<file path="src/rtl/cmd_mailbox_pkg.sv">
package cmd_mailbox_pkg;
  localparam int DATA_W = 32;
  localparam int ID_W   = 8;
  localparam int ADDR_W = 8;
  localparam logic [ADDR_W-1:0] OFS_CMD  = 8'h00;
  localparam logic [ADDR_W-1:0] OFS_STAT = 8'h04;
  localparam logic [ADDR_W-1:0] OFS_BUF  = 8'h80;

  function automatic logic cmd_ioc(input logic [DATA_W-1:0] w);
    return w[8];
  endfunction

  function automatic logic [3:0] cmd_sub(input logic [DATA_W-1:0] w);
    return w[15:12];
  endfunction

  function automatic logic [DATA_W-1:0] status_pack(
      input logic busy, input logic err, input logic ovr,
      input logic [3:0] sub, input logic [ID_W-1:0] init,
      input logic [7:0] code);
    return {8'h00, code, init, sub, 1'b0, ovr, err, busy};
  endfunction
endpackage

</file>
<file path="src/rtl/cmd_mailbox_decode.sv">
module cmd_mailbox_decode
  import cmd_mailbox_pkg::*;
#(
  parameter int BUF_WORDS = 4,
  localparam int IW = $clog2(BUF_WORDS)
) (
  input  logic [ADDR_W-1:0] addr,
  output logic              hit_cmd,
  output logic              hit_stat,
  output logic              hit_wbuf,
  output logic              hit_rbuf,
  output logic [IW-1:0]     word_idx
);
  localparam int BUF_BYTES = 4 * BUF_WORDS;
  localparam int WB_LO = int'(OFS_BUF);
  localparam int RB_LO = WB_LO + BUF_BYTES;
  localparam int RB_HI = RB_LO + BUF_BYTES;

  int a;
  always_comb begin
    a        = int'(addr);
    hit_cmd  = (addr[ADDR_W-1:2] == OFS_CMD[ADDR_W-1:2]);
    hit_stat = (addr[ADDR_W-1:2] == OFS_STAT[ADDR_W-1:2]);
    hit_wbuf = (a >= WB_LO) && (a < RB_LO);
    hit_rbuf = (a >= RB_LO) && (a < RB_HI);
    word_idx = addr[IW+1:2];
  end


  always_comb begin
    one_region_chk: assert ($onehot0({hit_cmd, hit_stat, hit_wbuf, hit_rbuf}));
  end
endmodule

</file>
<file path="src/rtl/cmd_mailbox_words.sv">
module cmd_mailbox_words
  import cmd_mailbox_pkg::*;
#(
  parameter int WORDS = 4,
  localparam int IW = $clog2(WORDS)
) (
  input  logic              clk,
  input  logic              rst_n,
  input  logic              we,
  input  logic [IW-1:0]     widx,
  input  logic [DATA_W-1:0] wdata,
  input  logic [IW-1:0]     ridx,
  output logic [DATA_W-1:0] rdata
);
  logic [DATA_W-1:0] mem [WORDS];

  for (genvar g = 0; g < WORDS; g++) begin : g_word
    always_ff @(posedge clk or negedge rst_n) begin
      if (!rst_n)                             mem[g] <= '0;
      else if (we && (int'(widx) == g))       mem[g] <= wdata;
    end
  end

  assign rdata = mem[ridx];
endmodule

</file>
<file path="src/rtl/cmd_mailbox_ctrl.sv">
module cmd_mailbox_ctrl
  import cmd_mailbox_pkg::*;
(
  input  logic              clk,
  input  logic              rst_n,
  input  logic              cmd_wr,
  input  logic [DATA_W-1:0] cmd_word,
  input  logic [ID_W-1:0]   src_id,
  input  logic              done,
  input  logic              err_in,
  input  logic [7:0]        code_in,
  output logic [DATA_W-1:0] cmd_q,
  output logic [DATA_W-1:0] status,
  output logic              doorbell,
  output logic              irq
);
  logic            busy, err_q, ovr;
  logic [ID_W-1:0] init_q;
  logic [7:0]      code_q;
  logic            accept, finish, reject;

  assign accept = cmd_wr && !busy;
  assign reject = cmd_wr && busy;
  assign finish = done && busy;

  always_ff @(posedge clk or negedge rst_n) begin
    if (!rst_n) begin
      busy <= 1'b0; err_q <= 1'b0; ovr <= 1'b0;
      init_q <= '0; code_q <= '0; cmd_q <= '0;
      doorbell <= 1'b0; irq <= 1'b0;
    end else begin
      doorbell <= accept;
      irq      <= finish && cmd_ioc(cmd_q);
      if (accept) begin
        busy   <= 1'b1;
        cmd_q  <= cmd_word;
        init_q <= src_id;
        err_q  <= 1'b0;
        code_q <= '0;
      end else if (finish) begin
        busy   <= 1'b0;
        err_q  <= err_in;
        code_q <= code_in;
      end
      if (reject) ovr <= 1'b1;
    end
  end

  assign status = status_pack(busy, err_q, ovr, cmd_sub(cmd_q), init_q, code_q);


  accept_sets_busy_chk: assert property (@(posedge clk) disable iff (!rst_n)
    accept |=> busy && doorbell);

  busy_holds_chk: assert property (@(posedge clk) disable iff (!rst_n)
    busy && !done |=> busy);

  overrun_chk: assert property (@(posedge clk) disable iff (!rst_n)
    reject |=> ovr && !doorbell && $stable(cmd_q));

  irq_chk: assert property (@(posedge clk) disable iff (!rst_n)
    irq |-> !busy && cmd_ioc(cmd_q));

  idle_done_chk: assert property (@(posedge clk) disable iff (!rst_n)
    done && !busy && !cmd_wr |=> !busy && !irq && $stable(err_q) && $stable(code_q));
endmodule

</file>
<file path="src/rtl/cmd_mailbox.sv">
module cmd_mailbox
  import cmd_mailbox_pkg::*;
#(
  parameter int BUF_WORDS = 4,
  localparam int IW = $clog2(BUF_WORDS)
) (
  input  logic              clk,
  input  logic              rst_n,
  input  logic              h_sel,
  input  logic              h_we,
  input  logic [ADDR_W-1:0] h_addr,
  input  logic [DATA_W-1:0] h_wdata,
  input  logic [ID_W-1:0]   h_src_id,
  output logic [DATA_W-1:0] h_rdata,
  output logic              h_irq,
  output logic              c_doorbell,
  output logic [DATA_W-1:0] c_cmd,
  input  logic [IW-1:0]     c_wbuf_idx,
  output logic [DATA_W-1:0] c_wbuf_rdata,
  input  logic              c_rbuf_we,
  input  logic [IW-1:0]     c_rbuf_idx,
  input  logic [DATA_W-1:0] c_rbuf_wdata,
  input  logic              c_done,
  input  logic              c_err,
  input  logic [7:0]        c_err_code
);
  logic          hit_cmd, hit_stat, hit_wbuf, hit_rbuf;
  logic [IW-1:0] widx;
  logic [DATA_W-1:0] status, rbuf_rdata;
  logic host_wr, host_rd;

  assign host_wr = h_sel && h_we;
  assign host_rd = h_sel && !h_we;

  cmd_mailbox_decode #(.BUF_WORDS(BUF_WORDS)) u_dec (
    .addr(h_addr), .hit_cmd(hit_cmd), .hit_stat(hit_stat),
    .hit_wbuf(hit_wbuf), .hit_rbuf(hit_rbuf), .word_idx(widx)
  );

  cmd_mailbox_words #(.WORDS(BUF_WORDS)) u_wbuf (
    .clk(clk), .rst_n(rst_n), .we(host_wr && hit_wbuf), .widx(widx),
    .wdata(h_wdata), .ridx(c_wbuf_idx), .rdata(c_wbuf_rdata)
  );

  cmd_mailbox_words #(.WORDS(BUF_WORDS)) u_rbuf (
    .clk(clk), .rst_n(rst_n), .we(c_rbuf_we), .widx(c_rbuf_idx),
    .wdata(c_rbuf_wdata), .ridx(widx), .rdata(rbuf_rdata)
  );

  cmd_mailbox_ctrl u_ctrl (
    .clk(clk), .rst_n(rst_n), .cmd_wr(host_wr && hit_cmd), .cmd_word(h_wdata),
    .src_id(h_src_id), .done(c_done), .err_in(c_err), .code_in(c_err_code),
    .cmd_q(c_cmd), .status(status), .doorbell(c_doorbell), .irq(h_irq)
  );

  always_comb begin
    h_rdata = '0;
    if (host_rd) begin
      if (hit_stat)      h_rdata = status;
      else if (hit_rbuf) h_rdata = rbuf_rdata;
    end
  end


  wo_read_zero_chk: assert property (@(posedge clk) disable iff (!rst_n)
    host_rd && (hit_cmd || hit_wbuf) |-> h_rdata == '0);
endmodule

</file>
<file path="config.mk">
export PLATFORM = sky130hd
export DESIGN_NAME = cmd_mailbox
export DESIGN_NICKNAME = d
export VERILOG_FILES = /design/src/rtl/cmd_mailbox_pkg.sv /design/src/rtl/cmd_mailbox_decode.sv /design/src/rtl/cmd_mailbox_words.sv /design/src/rtl/cmd_mailbox_ctrl.sv /design/src/rtl/cmd_mailbox.sv
export SDC_FILE = /design/constraint.sdc
export NUM_CORES = 1
export LEC_CHECK = 0
export BUFFER_PORTS_ARGS = -buffer_cell sky130_fd_sc_hd__buf_2
export CAP_MARGIN = 20
export CORE_MARGIN = 4
export CORE_UTILIZATION = 62
export DETAILED_ROUTE_END_ITERATION = 10
export PLACE_DENSITY_LB_ADDON = 0.15
export SYNTH_ARGS = -nofsm -noshare
export SYNTH_HDL_FRONTEND = slang
export SYNTH_SLANG_ARGS = --single-unit
export TNS_END_PERCENT = 10
</file>
<file path="constraint.sdc">
create_clock -name clk -period 4.15 [get_ports clk]
set_clock_uncertainty 0.15 [all_clocks]
set_input_delay 0.83 -clock clk [delete_from_list [all_inputs] [get_ports clk]]
set_output_delay 0.83 -clock clk [all_outputs]
set_load 0.05 [all_outputs]
</file>
==> out/results.txt, run 1 <==
status: complete, no violations
Tightest Pin Transition: 0.785 ns
r2r worst-path depth: 3
RSZ-0062 raised after global routing: no
FF+latch count, synth: 309
Fin Setup TNS: 0 ns
Max Cap Violations: 0
cell mode on critical path: buf_2
M1 WL: 11900 µm
slowest stage delay, CP: 0.58 ns
post-synthesis sequential area ratio: 57.4%
critical path startpoint category: input port
pwr dens: 464 nW/µm²
net switching power figure: 1.88 mW
pins over their slew limit: 0
top post-synthesis cells by area: dfrtp_1 (57%), mux2_2 (23%), mux4_2 (11%)
CTS Hold Bufs: 0
area of the core: 21200 µm²
R2R setup slack: 2.14 ns
Max Fanout on Critical Path: 14
die area: 24200 µm²
Hold WC Path Type: input port to async pin
detailed placement HPWL: 18500 µm
number of flops mapped to enable cells by yosys: 0
CP Data Required Time: 3.17 ns
Async SR Flop Fraction: 100%
first drt pass iteration count: 4
CTS Sinks: 309
Clk pwr share: 35.4%
Yosys top cell area share: 57.4%
initial antenna violation count: 8
global-route usage over all layers: 24.6%
WHS: 0.181 ns
post-DR wirelength/cell: 22.1 µm
Max IR drop VDD: 0.000351 V
Remaining Overflow, GRT: 0
Gate Count Post-Synth: 811
critical path's slowest cell: or4_4
fin crit share: 85.0%
first-pass GRT wire length: 46900 µm
largest net degree at the start of global routing: 102
Synth cell types: 30
Max Root-Sink Buffers: 3
Final Hold Viols: 0
Reg clk slew, reported paths: 0.06 ns
initial detailed-routing violation count: 375
Synth warnings: 0
buffer type at the clock tree root: clkbuf_16
share of post-route cells with drive strength above 1: 61.4%
drt total wl: 29000 µm
vias in the first global route: 8678
mean area per synthesized cell: 16.6 µm²
Die Span Y: 155 µm
Die Span X: 155 µm
Syn Std Cell Area: 13500 µm²
Flop pwr share: 49.3%
Post-CTS Setup Bufs: 0
Final #Nets: 1106
H-tree depth: 1
final instance area: 15800 µm²
uppermost layer routed: met5
Port Buffers: 194
setup violators final: 0
Leak Pwr: 7.63 nW
top-level port count: 197
Syn Nets: 910
largest area contributor in the netlist: dfrtp_1
Post-CTS Resized: 0
CP Class: input port to output pin
WL met3: 1780 µm
CTS Buf Count: 31
crit path DAT: 2.55 ns
GPL Wtd Cong: 0.766
R2R Path Start: u_ctrl.busy
FF-to-FF End: u_ctrl.cmd_q[11]
DRC viols: 0
Layout area overhead: 17.0%
met2 routed WL: 14600 µm
Via Count: 7846
worst path cell trace: buf_2, or4_4, nor4_4, buf_4, a22o_1, buf_2
cell-internal power: 5.44 mW
Core Util, Final: 74.3%
DP Area: 14800 µm²
CTS tree: done
top cells by count, synth: dfrtp_1 (309), mux2_2 (281), mux4_2 (64)
drt via density: 5.99
Clk Latency, worst-skew pair: 0.54 ns
sw frac: 25.7%
CP Capture Type: output pin
Initial Util: 63.5%
Post-DRT Antenna Nets: 0
slew margin rel.: 47.7%
f_max: 0.283 GHz
Core Rows: 53
Logic pwr share: 15.3%
Most used DFF post-synth: dfrtp_1
most common cell in the netlist: dfrtp_1
Tmin final: 3.53 ns
## power by group through the flow
stage | sequential (mW) | combinational, mW | clock [mW]
6_report | 3.61 | 1.12 | 2.59
5_1_grt | 3.65 | 1.21 | 2.77
4_1_cts | 3.61 | 1.14 | 2.64
3_5_place_dp | 3.65 | 1.13 | 0
3_3_place_gp | 3.63 | 1.10 | 0
2_1_floorplan | 3.66 | 0.746 | 0
## cell usage in the layout, fill, tap and decap left out, types with 3 or more instances in the layout
cell type  synthesis  routed
dfrtp_1          309     309
mux2_2           281     281
buf_2             12     193
mux4_2            64      64
clkbuf_16          0      31
a22o_1            23      23
buf_4              7      20
mux2_1            15      15
clkinv_2           0      10
and2_1             9       9
mux2i_1            9       9
nor2_1             9       9
a31o_2             9       9
clkbuf_1          22       8
clkbuf_8           0       6
buf_12             0       6
diode_2            0       4
inv_1              4       4
nor4_4             1       3
nand3b_1           3       3
## worst max-delay path by stage
stage,slack (ns),endpoint,cells past startpoint,startpoint
after floorplan,0.63,h_rdata[10],4,h_addr[6]
final,0.62,h_rdata[19],6,h_addr[6]
after CTS,0.61,h_rdata[13],5,h_addr[2]
after global routing,0.57,h_rdata[13],5,h_addr[2]
after detailed placement,0.65,h_rdata[13],5,h_addr[2]
after global placement,0.65,h_rdata[13],5,h_addr[2]
## state kept, by name, summed over array words and instances (netlist names)
register and count:
u_ctrl.doorbell 1, u_ctrl.ovr 1, u_ctrl.busy 1, u_ctrl.err_q 1
u_ctrl.irq 1, u_wbuf.mem 128, u_ctrl.init_q 8, u_ctrl.cmd_q 32
u_rbuf.mem 128, u_ctrl.code_q 8
## critical path: cells and delay by family
family | cells | cell delay (ns)
simple gates | 2 | 0.87
buf+inv | 3 | 0.66
compound gates | 1 | 0.19
## per-layer routing
metal  vias to the layer above  track usage (%)
met4                         8             6.29
met2                       217             41.6
li1                       3428                -
met5                         -                0
met3                        49             5.23
met1                      4144             32.8
## final cells by class
cell class | instances | area [µm²]
flip-flops and latches | 309 | 7730
clock inverters | 11 | 57.6
well taps | 275 | 344
clock buffers | 45 | 888
repair buffers | 220 | 1250
multi-input cells | 441 | 5460
inverters | 4 | 15.0
fillers | 1327 | 5460
diodes | 4 | 10.0
## stage by stage
stage               instances  setup slack (ns)  power, mW
finish                   1309             0.622       7.32
detailed placement       1249             0.645       4.78
floorplan                 811             0.630       4.41
CTS                      1305             0.611       7.39
global placement         1249             0.649       4.72
global route             1309             0.571       7.63
## cell families (layout without fill, tap and decap cells)
group           after synthesis  after routing  share of synthesized area [%]
mux                         369            369                           36.1
flops                       309            309                           57.4
buf+inv                      61            280                           2.40
simple gates                 38             38                           1.90
compound gates               34             34                           2.19
other cells                   0              4                              0
Note: power is estimated with default switching activity, not from simulation.
==> run 2, diff against run 1 <==
GPL_TIMING_DRIVEN = 1   (was unset)
RECOVER_POWER = 100   (was unset)
SKIP_CTS_REPAIR_TIMING = 1   (was unset)
==> run 2 against run 1 <==
The flow now finishes with violations (capacitance limit, slew limit). Flip-flop and latch count is the same. Combinational power is essentially flat. Register-to-register slack lost 0.52 ns. Routed wire length grew 0.24%. Clock power is essentially flat. Global-route usage is the same. Sequential share of layout area grew 0.68 points. Non-clock buffer count is the same. First-iteration DRC count shrank 15%. Critical path depth is the same. Cell count is the same. Critical path type unchanged. Critical endpoint unchanged.
==> out/results.txt, run 2 (same netlist as run 1, synthesis figures left out) <==
Final #Nets: 1106
r2r worst-path depth: 3
CP Capture Type: output pin
Max Root-Sink Buffers: 3
DP Worst Slack: 0.645 ns
Hold WC Path Type: flop to flop
CTS Sinks: 309
GPL Wtd Cong: 0.766
FF+latch area: 7730 µm²
first-pass GRT wire length: 46900 µm
R2R setup slack: 1.62 ns
Layout area overhead: 15.4%
status: finished, violations left
drt via density: 5.97
pins over their slew limit: 330
Core Rows: 53
most common cell after layout, fill and taps aside: dfrtp_1
pwr dens: 470 nW/µm²
detailed placement HPWL: 18500 µm
critical path startpoint category: input port
Initial Util: 63.5%
Via Count: 7819
hold path startpoint: u_wbuf.mem[70]
crit path setup slack, layout: 0.429 ns
top-level port count: 197
crit path DAT: 2.74 ns
initial detailed-routing violation count: 317
share of post-route cells with drive strength above 1: 52.4%
area of the multi-input gates: 5430 µm²
Clk Latency, worst-skew pair: 0.54 ns
Remaining Overflow, GRT: 0
area of the core: 21200 µm²
Reg clk slew, reported paths: 0.06 ns
Die Span Y: 155 µm
initial antenna violation count: 8
setup violators final: 0
Max Cap Violations: 8
CTS tree: done
first drt pass iteration count: 4
Leak Pwr: 7.25 nW
global-route usage over all layers: 24.6%
Endpoint, Worst Hold: u_wbuf.mem[70]
buffer type at the clock tree root: clkbuf_16
Die Span X: 155 µm
CTS Buf Count: 31
drt total wl: 29000 µm
CP Data Required Time: 3.17 ns
DRC viols: 0
largest net degree at the start of global routing: 102
commonest non-fill, non-tap cells in the layout: dfrtp_1 (309), mux2_2 (279), buf_2 (114)
Final Hold Viols: 0
RSZ-0062 raised after global routing: no
H-tree depth: 1
biggest registers after layout: u_rbuf.mem x128, u_wbuf.mem x128, u_ctrl.cmd_q x32
failing checks: capacitance limit, slew limit
vias in the first global route: 8678
Post-DRT Antenna Nets: 0
Fin Setup TNS: 0 ns
Max Fanout on Critical Path: 14
die area: 24200 µm²
FF-to-FF End: u_ctrl.cmd_q[11]
Tightest Pin Transition: 2.62 ns
R2R Path Start: u_ctrl.busy
Max IR drop VDD: 0.000352 V
post-DR wirelength/cell: 22.2 µm
CP Class: input port to output pin
Port Buffers: 194
slew margin rel.: -74.8%
Min-Delay Path Depth: 1
f_max: 0.269 GHz
Tmin final: 3.72 ns
FILL cells: 1403
fin crit share: 89.7%
-- run 2: per-layer routing --
metal	global-route usage [%]	routed length [µm]	vias up
met2	41.6	14600	201
li1	-	-	3429
met3	5.23	1940	47
met1	32.8	11800	4134
met4	6.29	698	8
met5	0	44	-
-- run 2: final cells by class --
class | count | share of cell area [%]
repair buffers | 220 | 6.88
diodes | 4 | 0.0644
well taps | 275 | 2.21
inverters | 4 | 0.0966
clock buffers | 45 | 5.71
flip-flops and latches | 309 | 49.7
clock inverters | 11 | 0.370
multi-input cells | 441 | 34.9
-- run 2: worst max-delay path by stage --
stage                     slack, ns     startpoint  depth (start not counted)               end
final                          0.43      h_addr[6]                          6       h_rdata[19]
after global placement         0.65      h_addr[2]                          5       h_rdata[13]
after detailed placement       0.65      h_addr[2]                          5       h_rdata[13]
after floorplan                0.63      h_addr[6]                          4       h_rdata[10]
after CTS                      0.61      h_addr[2]                          5       h_rdata[13]
after global routing           0.29  c_wbuf_idx[0]                          4  c_wbuf_rdata[10]
-- run 2: critical path, stage by stage --
cell	delay, ns
buf_2	0.12
or4_4	0.56
nor4_4	0.28
buf_4	0.27
a22o_1	0.20
clkbuf_1	0.47
-- run 2: report_power, final --
| part | leakage (nW) | switching (mW) | internal (mW) |
|---|---|---|---|
| registers | 3.97 | 0.205 | 3.40 |
| clock network | 0.474 | 1.11 | 1.47 |
| logic | 2.80 | 0.561 | 0.544 |
-- run 2: through the flow --
stage	utilization, %	cell area [µm²]	total power, mW	hold slack [ns]	std cells
detailed placement	69.8	14800	4.78	0.321	1249
CTS	74.2	15800	7.39	0.207	1305
floorplan	-	13500	4.41	0.294	811
global placement	69.8	14800	4.72	0.312	1249
global route	73.3	15500	7.61	0.341	1309
finish	73.3	15500	7.30	0.335	1309
